$ cat config.mk
export PLATFORM = sky130hd
export DESIGN_NAME = dual_phase_wdt
export DESIGN_NICKNAME = d
export VERILOG_FILES = /design/src/rtl/dual_phase_wdt_pkg.sv /design/src/rtl/dual_phase_wdt_dp.sv /design/src/rtl/dual_phase_wdt_ctrl.sv /design/src/rtl/dual_phase_wdt.sv
export SDC_FILE = /design/constraint.sdc
export NUM_CORES = 1
export LEC_CHECK = 0
export BUFFER_PORTS_ARGS = -buffer_cell sky130_fd_sc_hd__buf_2
export CAP_MARGIN = 40
export CORE_UTILIZATION = 45
export DETAILED_ROUTE_END_ITERATION = 8
export HOLD_SLACK_MARGIN = 0.15
export PLACE_DENSITY = 0.77
export SYNTH_ARGS = -nofsm -noshare
export SYNTH_HDL_FRONTEND = slang
export SYNTH_HIERARCHICAL = 1
export SYNTH_SLANG_ARGS = --single-unit
$ cat constraint.sdc
create_clock -name clk -period 3.5 [get_ports clk]
set_input_delay 0.35 -clock clk [delete_from_list [all_inputs] [get_ports clk]]
set_output_delay 0.35 -clock clk [all_outputs]
set_load 0.01 [all_outputs]
$ cat src/rtl/dual_phase_wdt_pkg.sv
package dual_phase_wdt_pkg;

  localparam int PH_W    = 5;
  localparam int SCALE_W = 2;
  localparam int MODE_W  = 2;

  localparam logic [3:0] ADDR_KICK  = 4'h0;
  localparam logic [3:0] ADDR_FLAGS = 4'h4;
  localparam logic [3:0] ADDR_CTRL  = 4'h8;

  localparam int BIT_KICK   = 31;
  localparam int BIT_FLAG1  = 31;
  localparam int BIT_FLAG2  = 30;
  localparam int BIT_EN     = 31;
  localparam int LSB_SCALE  = 29;
  localparam int LSB_STAGE1 = 22;
  localparam int LSB_STAGE2 = 15;

  localparam logic [MODE_W-1:0] MODE_POWER_ON = 2'd1;

  // one-hot index of each reset output
  localparam int RST_CHIP = 0;
  localparam int RST_CPU  = 1;
  localparam int RST_SOFT = 2;

  typedef struct packed {
    logic               run;
    logic               restart;
    logic [SCALE_W-1:0] scale;
    logic [PH_W-1:0]    limit;
  } cnt_cmd_t;

  function automatic logic [2:0] modeOneHot(input logic [MODE_W-1:0] mode);
    logic [2:0] hot;
    hot = '0;
    case (mode)
      2'd1:    hot[RST_CPU]  = 1'b1;
      2'd2:    hot[RST_SOFT] = 1'b1;
      default: hot[RST_CHIP] = 1'b1;
    endcase
    return hot;
  endfunction

endpackage

$ cat src/rtl/dual_phase_wdt_dp.sv
module dual_phase_wdt_dp
  import dual_phase_wdt_pkg::*;
#(
  parameter int BASE_EXP = 25
) (
  input  logic     clk,
  input  logic     rstN,
  input  cnt_cmd_t cntCmd,
  output logic     phaseDone
);

  localparam int DIV_W = BASE_EXP + (1 << SCALE_W) - 1;

  logic [DIV_W-1:0] divCnt;
  logic [PH_W-1:0]  tickCnt;
  logic [DIV_W-1:0] lastVal;
  logic             tickEnd;

  // last divider value of one scaled tick; >= tolerates a shrinking scale
  assign lastVal   = (DIV_W'(1) << (BASE_EXP + 32'(cntCmd.scale))) - DIV_W'(1);
  assign tickEnd   = cntCmd.run && (divCnt >= lastVal);
  assign phaseDone = tickEnd && (tickCnt >= cntCmd.limit);

  always_ff @(posedge clk or negedge rstN) begin
    if (!rstN) begin
      divCnt  <= '0;
      tickCnt <= '0;
    end else if (!cntCmd.run || cntCmd.restart) begin
      divCnt  <= '0;
      tickCnt <= '0;
    end else if (tickEnd) begin
      divCnt  <= '0;
      tickCnt <= phaseDone ? '0 : tickCnt + PH_W'(1);
    end else begin
      divCnt  <= divCnt + DIV_W'(1);
    end
  end

  AST_IDLE_ZERO: assert property (@(posedge clk) disable iff (!rstN)
    !cntCmd.run |=> (divCnt == '0 && tickCnt == '0));

  AST_STAGE_REARM: assert property (@(posedge clk) disable iff (!rstN)
    phaseDone |=> (tickCnt == '0));

endmodule

$ cat src/rtl/dual_phase_wdt_ctrl.sv
module dual_phase_wdt_ctrl
  import dual_phase_wdt_pkg::*;
(
  input  logic        clk,
  input  logic        rstN,
  input  logic        regWrEn,
  input  logic [3:0]  regAddr,
  input  logic [31:0] regWData,
  output logic [31:0] regRData,
  input  logic        phaseDone,
  output cnt_cmd_t    cntCmd,
  output logic        irqOut,
  output logic [2:0]  rstPulse
);

  logic               enReg;
  logic [SCALE_W-1:0] scaleReg;
  logic [PH_W-1:0]    stage1Reg;
  logic [PH_W-1:0]    stage2Reg;
  logic [MODE_W-1:0]  modeReg;
  logic               flag1;
  logic               flag2;
  logic               stage2Active;

  logic wrKick, wrFlags, wrCtrl;
  logic stage1Done, stage2Done, pulseOn, restart;
  logic unusedWData;

  assign wrKick     = regWrEn && (regAddr == ADDR_KICK) && regWData[BIT_KICK];
  assign wrFlags    = regWrEn && (regAddr == ADDR_FLAGS);
  assign wrCtrl     = regWrEn && (regAddr == ADDR_CTRL);
  assign stage1Done = phaseDone && !stage2Active;
  assign stage2Done = phaseDone && stage2Active;
  assign pulseOn    = |rstPulse;
  assign restart    = wrKick && !phaseDone;
  assign unusedWData = ^{regWData[28:27], regWData[21:20], regWData[14:2]};

  assign cntCmd.run     = (enReg || stage2Active) && !pulseOn;
  assign cntCmd.restart = restart;
  assign cntCmd.scale   = scaleReg;
  assign cntCmd.limit   = stage2Active ? stage2Reg : stage1Reg;

  assign irqOut = flag1 || flag2;

  always_ff @(posedge clk or negedge rstN) begin
    if (!rstN) begin
      enReg        <= 1'b0;
      scaleReg     <= '0;
      stage1Reg    <= '0;
      stage2Reg    <= '0;
      modeReg      <= MODE_POWER_ON;
      flag1        <= 1'b0;
      flag2        <= 1'b0;
      stage2Active <= 1'b0;
      rstPulse     <= '0;
    end else if (pulseOn) begin
      enReg        <= 1'b0;
      scaleReg     <= '0;
      stage1Reg    <= '0;
      stage2Reg    <= '0;
      modeReg      <= MODE_POWER_ON;
      flag1        <= 1'b0;
      flag2        <= 1'b0;
      stage2Active <= 1'b0;
      rstPulse     <= '0;
    end else begin
      if (wrCtrl) begin
        // enable sticks once stage one has expired
        enReg     <= regWData[BIT_EN] || stage2Active || stage1Done;
        scaleReg  <= regWData[LSB_SCALE +: SCALE_W];
        stage1Reg <= regWData[LSB_STAGE1 +: PH_W];
        stage2Reg <= regWData[LSB_STAGE2 +: PH_W];
        modeReg   <= regWData[MODE_W-1:0];
      end
      flag1 <= (flag1 && !(wrFlags && regWData[BIT_FLAG1])) || stage1Done;
      flag2 <= (flag2 && !(wrFlags && regWData[BIT_FLAG2])) || stage2Done;
      if (stage1Done)
        stage2Active <= 1'b1;
      else if (stage2Done || restart)
        stage2Active <= 1'b0;
      rstPulse <= stage2Done ? modeOneHot(modeReg) : '0;
    end
  end

  always_comb begin
    regRData = '0;
    if (regAddr == ADDR_FLAGS) begin
      regRData[BIT_FLAG1] = flag1;
      regRData[BIT_FLAG2] = flag2;
    end else if (regAddr == ADDR_CTRL) begin
      regRData[BIT_EN]                     = enReg;
      regRData[LSB_SCALE +: SCALE_W]       = scaleReg;
      regRData[LSB_STAGE1 +: PH_W]         = stage1Reg;
      regRData[LSB_STAGE2 +: PH_W]         = stage2Reg;
      regRData[MODE_W-1:0]                 = modeReg;
    end
  end

  AST_ONE_RESET: assert property (@(posedge clk) disable iff (!rstN)
    $onehot0(rstPulse));

  AST_PULSE_ONE_CLK: assert property (@(posedge clk) disable iff (!rstN)
    pulseOn |=> !pulseOn);

  AST_PULSE_FLAGGED: assert property (@(posedge clk) disable iff (!rstN)
    pulseOn |-> flag2);

  AST_WIPE_AFTER_PULSE: assert property (@(posedge clk) disable iff (!rstN)
    pulseOn |=> (!enReg && !flag1 && !flag2 && !stage2Active
                 && modeReg == MODE_POWER_ON));

  AST_LOCKED_ON: assert property (@(posedge clk) disable iff (!rstN)
    stage2Active |-> enReg);

endmodule

$ cat src/rtl/dual_phase_wdt.sv
module dual_phase_wdt
  import dual_phase_wdt_pkg::*;
#(
  parameter int BASE_EXP = 25
) (
  input  logic        clk,
  input  logic        rstN,
  input  logic        regWrEn,
  input  logic [3:0]  regAddr,
  input  logic [31:0] regWData,
  output logic [31:0] regRData,
  output logic        irqOut,
  output logic        rstChipOut,
  output logic        rstCpuOut,
  output logic        rstSoftOut
);

  cnt_cmd_t   cntCmd;
  logic       phaseDone;
  logic [2:0] rstPulse;

  dual_phase_wdt_ctrl uCtrl (
    .clk       (clk),
    .rstN      (rstN),
    .regWrEn   (regWrEn),
    .regAddr   (regAddr),
    .regWData  (regWData),
    .regRData  (regRData),
    .phaseDone (phaseDone),
    .cntCmd    (cntCmd),
    .irqOut    (irqOut),
    .rstPulse  (rstPulse)
  );

  dual_phase_wdt_dp #(.BASE_EXP(BASE_EXP)) uDp (
    .clk       (clk),
    .rstN      (rstN),
    .cntCmd    (cntCmd),
    .phaseDone (phaseDone)
  );

  assign rstChipOut = rstPulse[RST_CHIP];
  assign rstCpuOut  = rstPulse[RST_CPU];
  assign rstSoftOut = rstPulse[RST_SOFT];

endmodule

Yosys cells after proc, flatten, opt, wreduce, memory -nomap -nowiden

Cells that the tools add are included.

Bits in registers: 54
Input port bits: 39
Logic and storage cells: 91

$add $sub $neg: 4
$lt $le $gt $ge: 2
Equality and inequality tests: 4
Shifts and indexed selects: 1
Muxes and demuxes: 35
Reductions and logical operators: 34

Operators by type and width:

| kind                  | count |
|---|---|
| $mux 5                | 12 |
| $mux 28               | 2 |
| $shl 1x32->28 const A | 1 |
| $add 28x1->28 const B | 1 |
| $ge 28x28->1          | 1 |
| $sub 28x2->28 const B | 1 |
| $logic_and 1x1->1     | 14 |
| $mux 2                | 7 |
| $mux 1                | 11 |
| $mux 3                | 3 |
| $logic_or 1x1->1      | 8 |
| $add 5x2->6 const A   | 1 |
| $logic_not 1->1       | 6 |
| $add 5x1->5 const B   | 1 |
| $ge 5x5->1            | 1 |
| $eq 4x3->1 const B    | 1 |
| $eq 4x4->1 const B    | 1 |
| $logic_not 4->1       | 1 |
| $reduce_bool 2->1     | 2 |
| $reduce_bool 3->1     | 1 |
| $reduce_or 3->1       | 1 |
| $eq 2x1->1 const B    | 1 |
| $eq 2x2->1 const B    | 1 |
| $reduce_or 2->1       | 1 |

Longest topological paths before layout

Word-level depth: 12
Depth in mapped cells: 14

Cells and area by module

The synthesis kept the hierarchy.

Modules (own cells, without submodules):

| module              | instances | cells an instance | area each (µm²) | seq. area each (µm²) |
|---|---|---|---|---|
| dual_phase_wdt_dp   | 1         | 188               | 1,820.5         | 825.8 |
| dual_phase_wdt_ctrl | 1         | 151               | 1,392.6         | 526.8 |

Least setup slack after synthesis

No wires, ideal clock.

Kind: reg2reg
Start: register uCtrl.stage2Active
End: register uDp.divCnt[19]
Library setup time: 0.132 ns
Arrival: 2.603 ns
Slack: 0.765 ns
Cell stages (with the launch flop): 15
Path buffers: 3
Cell sequence: dfrtp_1 -> clkbuf_1 -> mux2_2 -> inv_1 -> ha_1 -> a21oi_1 -> nand2_1 -> a211o_1 -> nand2_1 -> nor2_1 -> nor2_1 -> buf_4 -> nand3b_1 -> clkbuf_1 -> nor2_1

RTL lines:

| what                     | RTL line                  | text |
|---|---|---|
| start: declaration       | dual_phase_wdt_ctrl.sv:23 | `logic stage2Active;` |
| start signal: assignment | dual_phase_wdt_ctrl.sv:54 | `stage2Active <= 1'b0;` |
| start signal: assignment | dual_phase_wdt_ctrl.sv:64 | `stage2Active <= 1'b0;` |
| start signal: assignment | dual_phase_wdt_ctrl.sv:78 | `stage2Active <= 1'b1;` |
| end signal: assignment   | dual_phase_wdt_dp.sv:35   | `divCnt <= divCnt + DIV_W'(1);` |
| end: declaration         | dual_phase_wdt_dp.sv:14   | `logic [DIV_W-1:0] divCnt;` |

==> impl_results.rst <==
.. list-table::
   :header-rows: 1

   * - Metric
     - Value
   * - Final antenna diode count
     - 0
   * - Category of the critical setup timing path
     - flip-flop to flip-flop
   * - TritonCTS buffer count
     - 5
   * - Slew at the pin closest to its max-slew limit
     - 0.900 ns
   * - Total power draw
     - 1.24 mW
   * - Slowest stage delay, CP
     - 0.59 ns
   * - Via count normalized by instance count
     - 5.09
   * - Sequential fraction of the synthesis area
     - 42.1%
   * - Worst slew margin relative to its limit
     - 40.0%
   * - Kind of path behind the tightest hold check
     - input pin to flip-flop
   * - Clock insertion delay at the later pin of the skew report
     - 0.30 ns
   * - Most common cell after layout, fill and taps aside
     - sky130_fd_sc_hd__dfrtp_1
   * - Max-capacitance violation count
     - 0
   * - Pwr per Cell Area
     - 358 nW/µm²
   * - Core ar.
     - 6830 µm²
   * - Count of input and output buffers
     - 40
   * - Peak supply drop
     - 0.168 mV
   * - Die footprint
     - 7480 µm²
   * - Layout Skew
     - 0.00417 ns
   * - Clock network fraction of total power
     - 26.5%
   * - Post-synthesis to final-layout area growth
     - 7.94%
   * - Synthesized area
     - 3210 µm²
   * - Vias
     - 2394
   * - Leftover overflow at the end of global routing
     - 0
   * - H-Tree Depth
     - 2
   * - Post-route clock period utilization
     - 81.8%
   * - Fill cells
     - 667
   * - Total negative setup slack
     - 0 ns
   * - Static leakage
     - 1.63 nW
   * - Wire length of the first global-routing pass
     - 10500 µm
   * - Most frequent cell on the critical path
     - sky130_fd_sc_hd__nor2_1
   * - Final-report max-slew violation count
     - 0
   * - Number of enable flip-flop cells after synthesis
     - 0
   * - DRC viols
     - 0
   * - Number of synthesized register bits
     - 54
   * - Count of clock tree sinks
     - 54
   * - Clock Path Buffers
     - 2
   * - Share of power burned in registers
     - 56.8%
   * - Largest area contributor in the synthesized netlist
     - sky130_fd_sc_hd__dfrtp_1
   * - GRT Total Usage
     - 17.8%
   * - Number of global-route vias before repair
     - 2332
   * - Fin cells
     - 470
   * - Biggest fanout along the worst timing path
     - 32
   * - Area of the multi-input gates
     - 1620 µm²
   * - Cell total after placement
     - 462
   * - Net switching share of the total power
     - 28.9%
   * - Count of warnings emitted by yosys
     - 6
   * - Reg area
     - 1350 µm²
   * - Share of the synthesized area in the top cell type
     - 41.3%
   * - Fin nets
     - 426
   * - Post-route minimum period
     - 2.86 ns
   * - Category of the worst setup path launch point
     - flip-flop
   * - Endpoint required time on the critical path
     - 3.68 ns
   * - Count of TritonRoute iterations in the first routing pass
     - 4
   * - Final setup margin
     - 0.636 ns
   * - CTS root buffer
     - sky130_fd_sc_hd__clkbuf_8
   * - Number of distinct library cells after synthesis
     - 50
   * - Final hold viol count
     - 0
   * - Half-perimeter wire length after detailed placement
     - 4410 µm
   * - Starting Density
     - 47.0%
   * - Clock tree from TritonCTS
     - yes
   * - Combinational cell fraction of total power
     - 16.7%
   * - Final Wtd Congestion
     - 0.815
   * - Ordered cell list for the critical path
     - mux2_2 -> inv_1 -> ha_1 -> a21oi_1 -> nand2_1 -> a211o_1 -> nand2_1 -> nor2_1 -> nor2_1 -> nand3b_1 -> buf_4 -> nor2_1
   * - Worst slack at placement
     - 0.666 ns
   * - Clock transition at the registers of the reported paths
     - 0.09 ns
   * - Most used cells in the layout excluding fill and tap cells
     - 53 x sky130_fd_sc_hd__dfrtp_1, 41 x sky130_fd_sc_hd__buf_2, 40 x sky130_fd_sc_hd__nor2_1
   * - Fraction of final layout cells sized beyond drive strength 1
     - 20.1%
   * - Library cell contributing the largest single delay on the critical path
     - sky130_fd_sc_hd__dfrtp_1
   * - Final setup vio count
     - 0
   * - Worst endpoint data arrival time
     - 3.05 ns
   * - Number of antenna violations at the first check in global routing
     - 0
   * - Share of flip-flops with an asynchronous set or reset after synthesis
     - 100%
   * - Horiz. Die Dim
     - 86.5 µm
   * - CP endpoint kind
     - flip-flop
   * - Std-Cell Rows
     - 30
   * - Quantity of gates resized following cts
     - 0
   * - Outcome
     - complete, no violations
   * - Syn_area_per_cell
     - 9.48 µm²
   * - Post-CTS setup buffer count
     - 0
   * - Number of top-level design ports
     - 75
   * - Cells after Synth
     - 339
   * - Internal
     - 882 µW
   * - Main area contributors after synthesis
     - sky130_fd_sc_hd__dfrtp_1 41%, sky130_fd_sc_hd__ha_1 5.1%, sky130_fd_sc_hd__buf_4 4.7%, sky130_fd_sc_hd__nor2_1 4.7%, sky130_fd_sc_hd__xor2_1 4.6%
   * - Count of routing violations after the opening detailed-route iteration
     - 160
   * - Switch Pwr
     - 358 µW
   * - Total Routed Length
     - 6080 µm
   * - Flip-flop cell with the highest count after synthesis
     - sky130_fd_sc_hd__dfrtp_1
   * - Largest net degree at the start of global routing
     - 33
   * - Final ANT Viol Nets
     - 0
   * - DR WL/cell
     - 12.9 µm
   * - Maximum clock frequency
     - 349 MHz
   * - RSZ-0062 raised after global routing
     - no
   * - Height of the die
     - 86.5 µm
## power by group through the flow
stage	Sequential [mW]	Clock, mW	Combinational [mW]
final	0.704	0.329	0.207
after global routing	0.711	0.359	0.240
after detailed placement	0.716	0	0.206
after global placement	0.714	0	0.197
after CTS	0.704	0.340	0.209
after floorplan	0.704	0	0.168
## through the flow
step           util (%)  area [µm²]  hold WS, ns
2_1_floorplan         -        3270       0.0544
3_3_place_gp       49.4        3370        0.432
3_5_place_dp       49.5        3380        0.448
4_1_cts            50.8        3470        0.249
5_1_grt            50.8        3470        0.269
6_report           50.8        3470        0.253
## what timing repair did
item                                   in CTS  in global routing
hold buffers                                1                  0
setup endpoints to repair                   0                  0
endpoints found under the hold margin      30                  0
## Yosys cell counts (all sizes together), types with 2 or more instances
master   n
or3b     2
and2    18
buf     29
nor3b    3
ha      13
and4     3
a22oi    2
nand2b   2
xor2    17
mux2     5
nand3   28
o21ai   17
nand4    9
conb     2
a21oi   20
a31oi    2
and3     4
o22ai    3
nor2    40
nand2   13
or3      2
nor2b    4
clkbuf   5
nor3     6
nor4     2
inv     15
xnor2   11
dfrtp   53
## worst paths after layout
path | from | cells past startpoint | slack, ns | to
min in group asynchronous | rstN | 2 | 0.64 | uCtrl/rstPulse[2]
min | regWData[30] | 2 | 0.25 | uCtrl/flag2
max | uCtrl/stage2Active | 12 | 0.64 | uDp/divCnt[24]
max reg2reg | uCtrl/stage2Active | 12 | 0.64 | uDp/divCnt[24]
max in group asynchronous | rstN | 3 | 2.09 | uCtrl/scaleReg[0]
min reg2reg | uDp/divCnt[0] | 1 | 0.50 | uDp/divCnt[0]
## per-layer routing
metal / global-route usage, % / up-vias / wire length, µm
met2: 30.2 / 38 / 3010
met1: 23.1 / 1170 / 2820
met5: 0 / - / 0
li1: - / 1181 / -
met4: 7.27 / 0 / 98
met3: 2.29 / 5 / 148
## registers in the layout, summed over array words and instances (netlist names)
register	cells
uCtrl/rstPulse	3
uDp/divCnt	28
uCtrl/stage2Reg	5
uCtrl/enReg	1
uCtrl/flag1	1
uCtrl/scaleReg	2
uDp/tickCnt	5
uCtrl/stage1Reg	5
uCtrl/stage2Active	1
uCtrl/modeReg	2
uCtrl/flag2	1
## critical path, delay by kind of cell, from the launching register on
kind / cells / cell delay [ns]
AO/OA/AOI/OAI: 2 / 0.50
multiplexers: 1 / 0.38
buffers and inverters: 2 / 0.39
flip-flops: 1 / 0.59
adder cells (fa/ha/maj): 1 / 0.25
AND/OR/NAND/NOR: 6 / 0.64
## final cells by class
| type | instances | area share [%] |
|---|---|---|
| Multi-Input combinational cell | 252 | 46.6 |
| Sequential cell | 54 | 39.0 |
| Timing Repair Buffer | 46 | 7.07 |
| Tap cell | 96 | 3.46 |
| Clock buffer | 5 | 1.98 |
| Inverter | 15 | 1.62 |
| Clock inverter | 2 | 0.289 |
## cell families (layout without fill, tap and decap cells)
family,Yosys count,after routing,synth area share [%]
buffers and inverters,49,68,9.50
flip-flops,54,54,42.1
XOR/XNOR,28,28,7.63
AND/OR/NAND/NOR,139,139,23.7
AO/OA/AOI/OAI,48,48,9.70
adder cells (fa/ha/maj),13,13,5.06
multiplexers,6,6,2.06
other,2,18,0.234
Power figures use the tool's default switching activity.
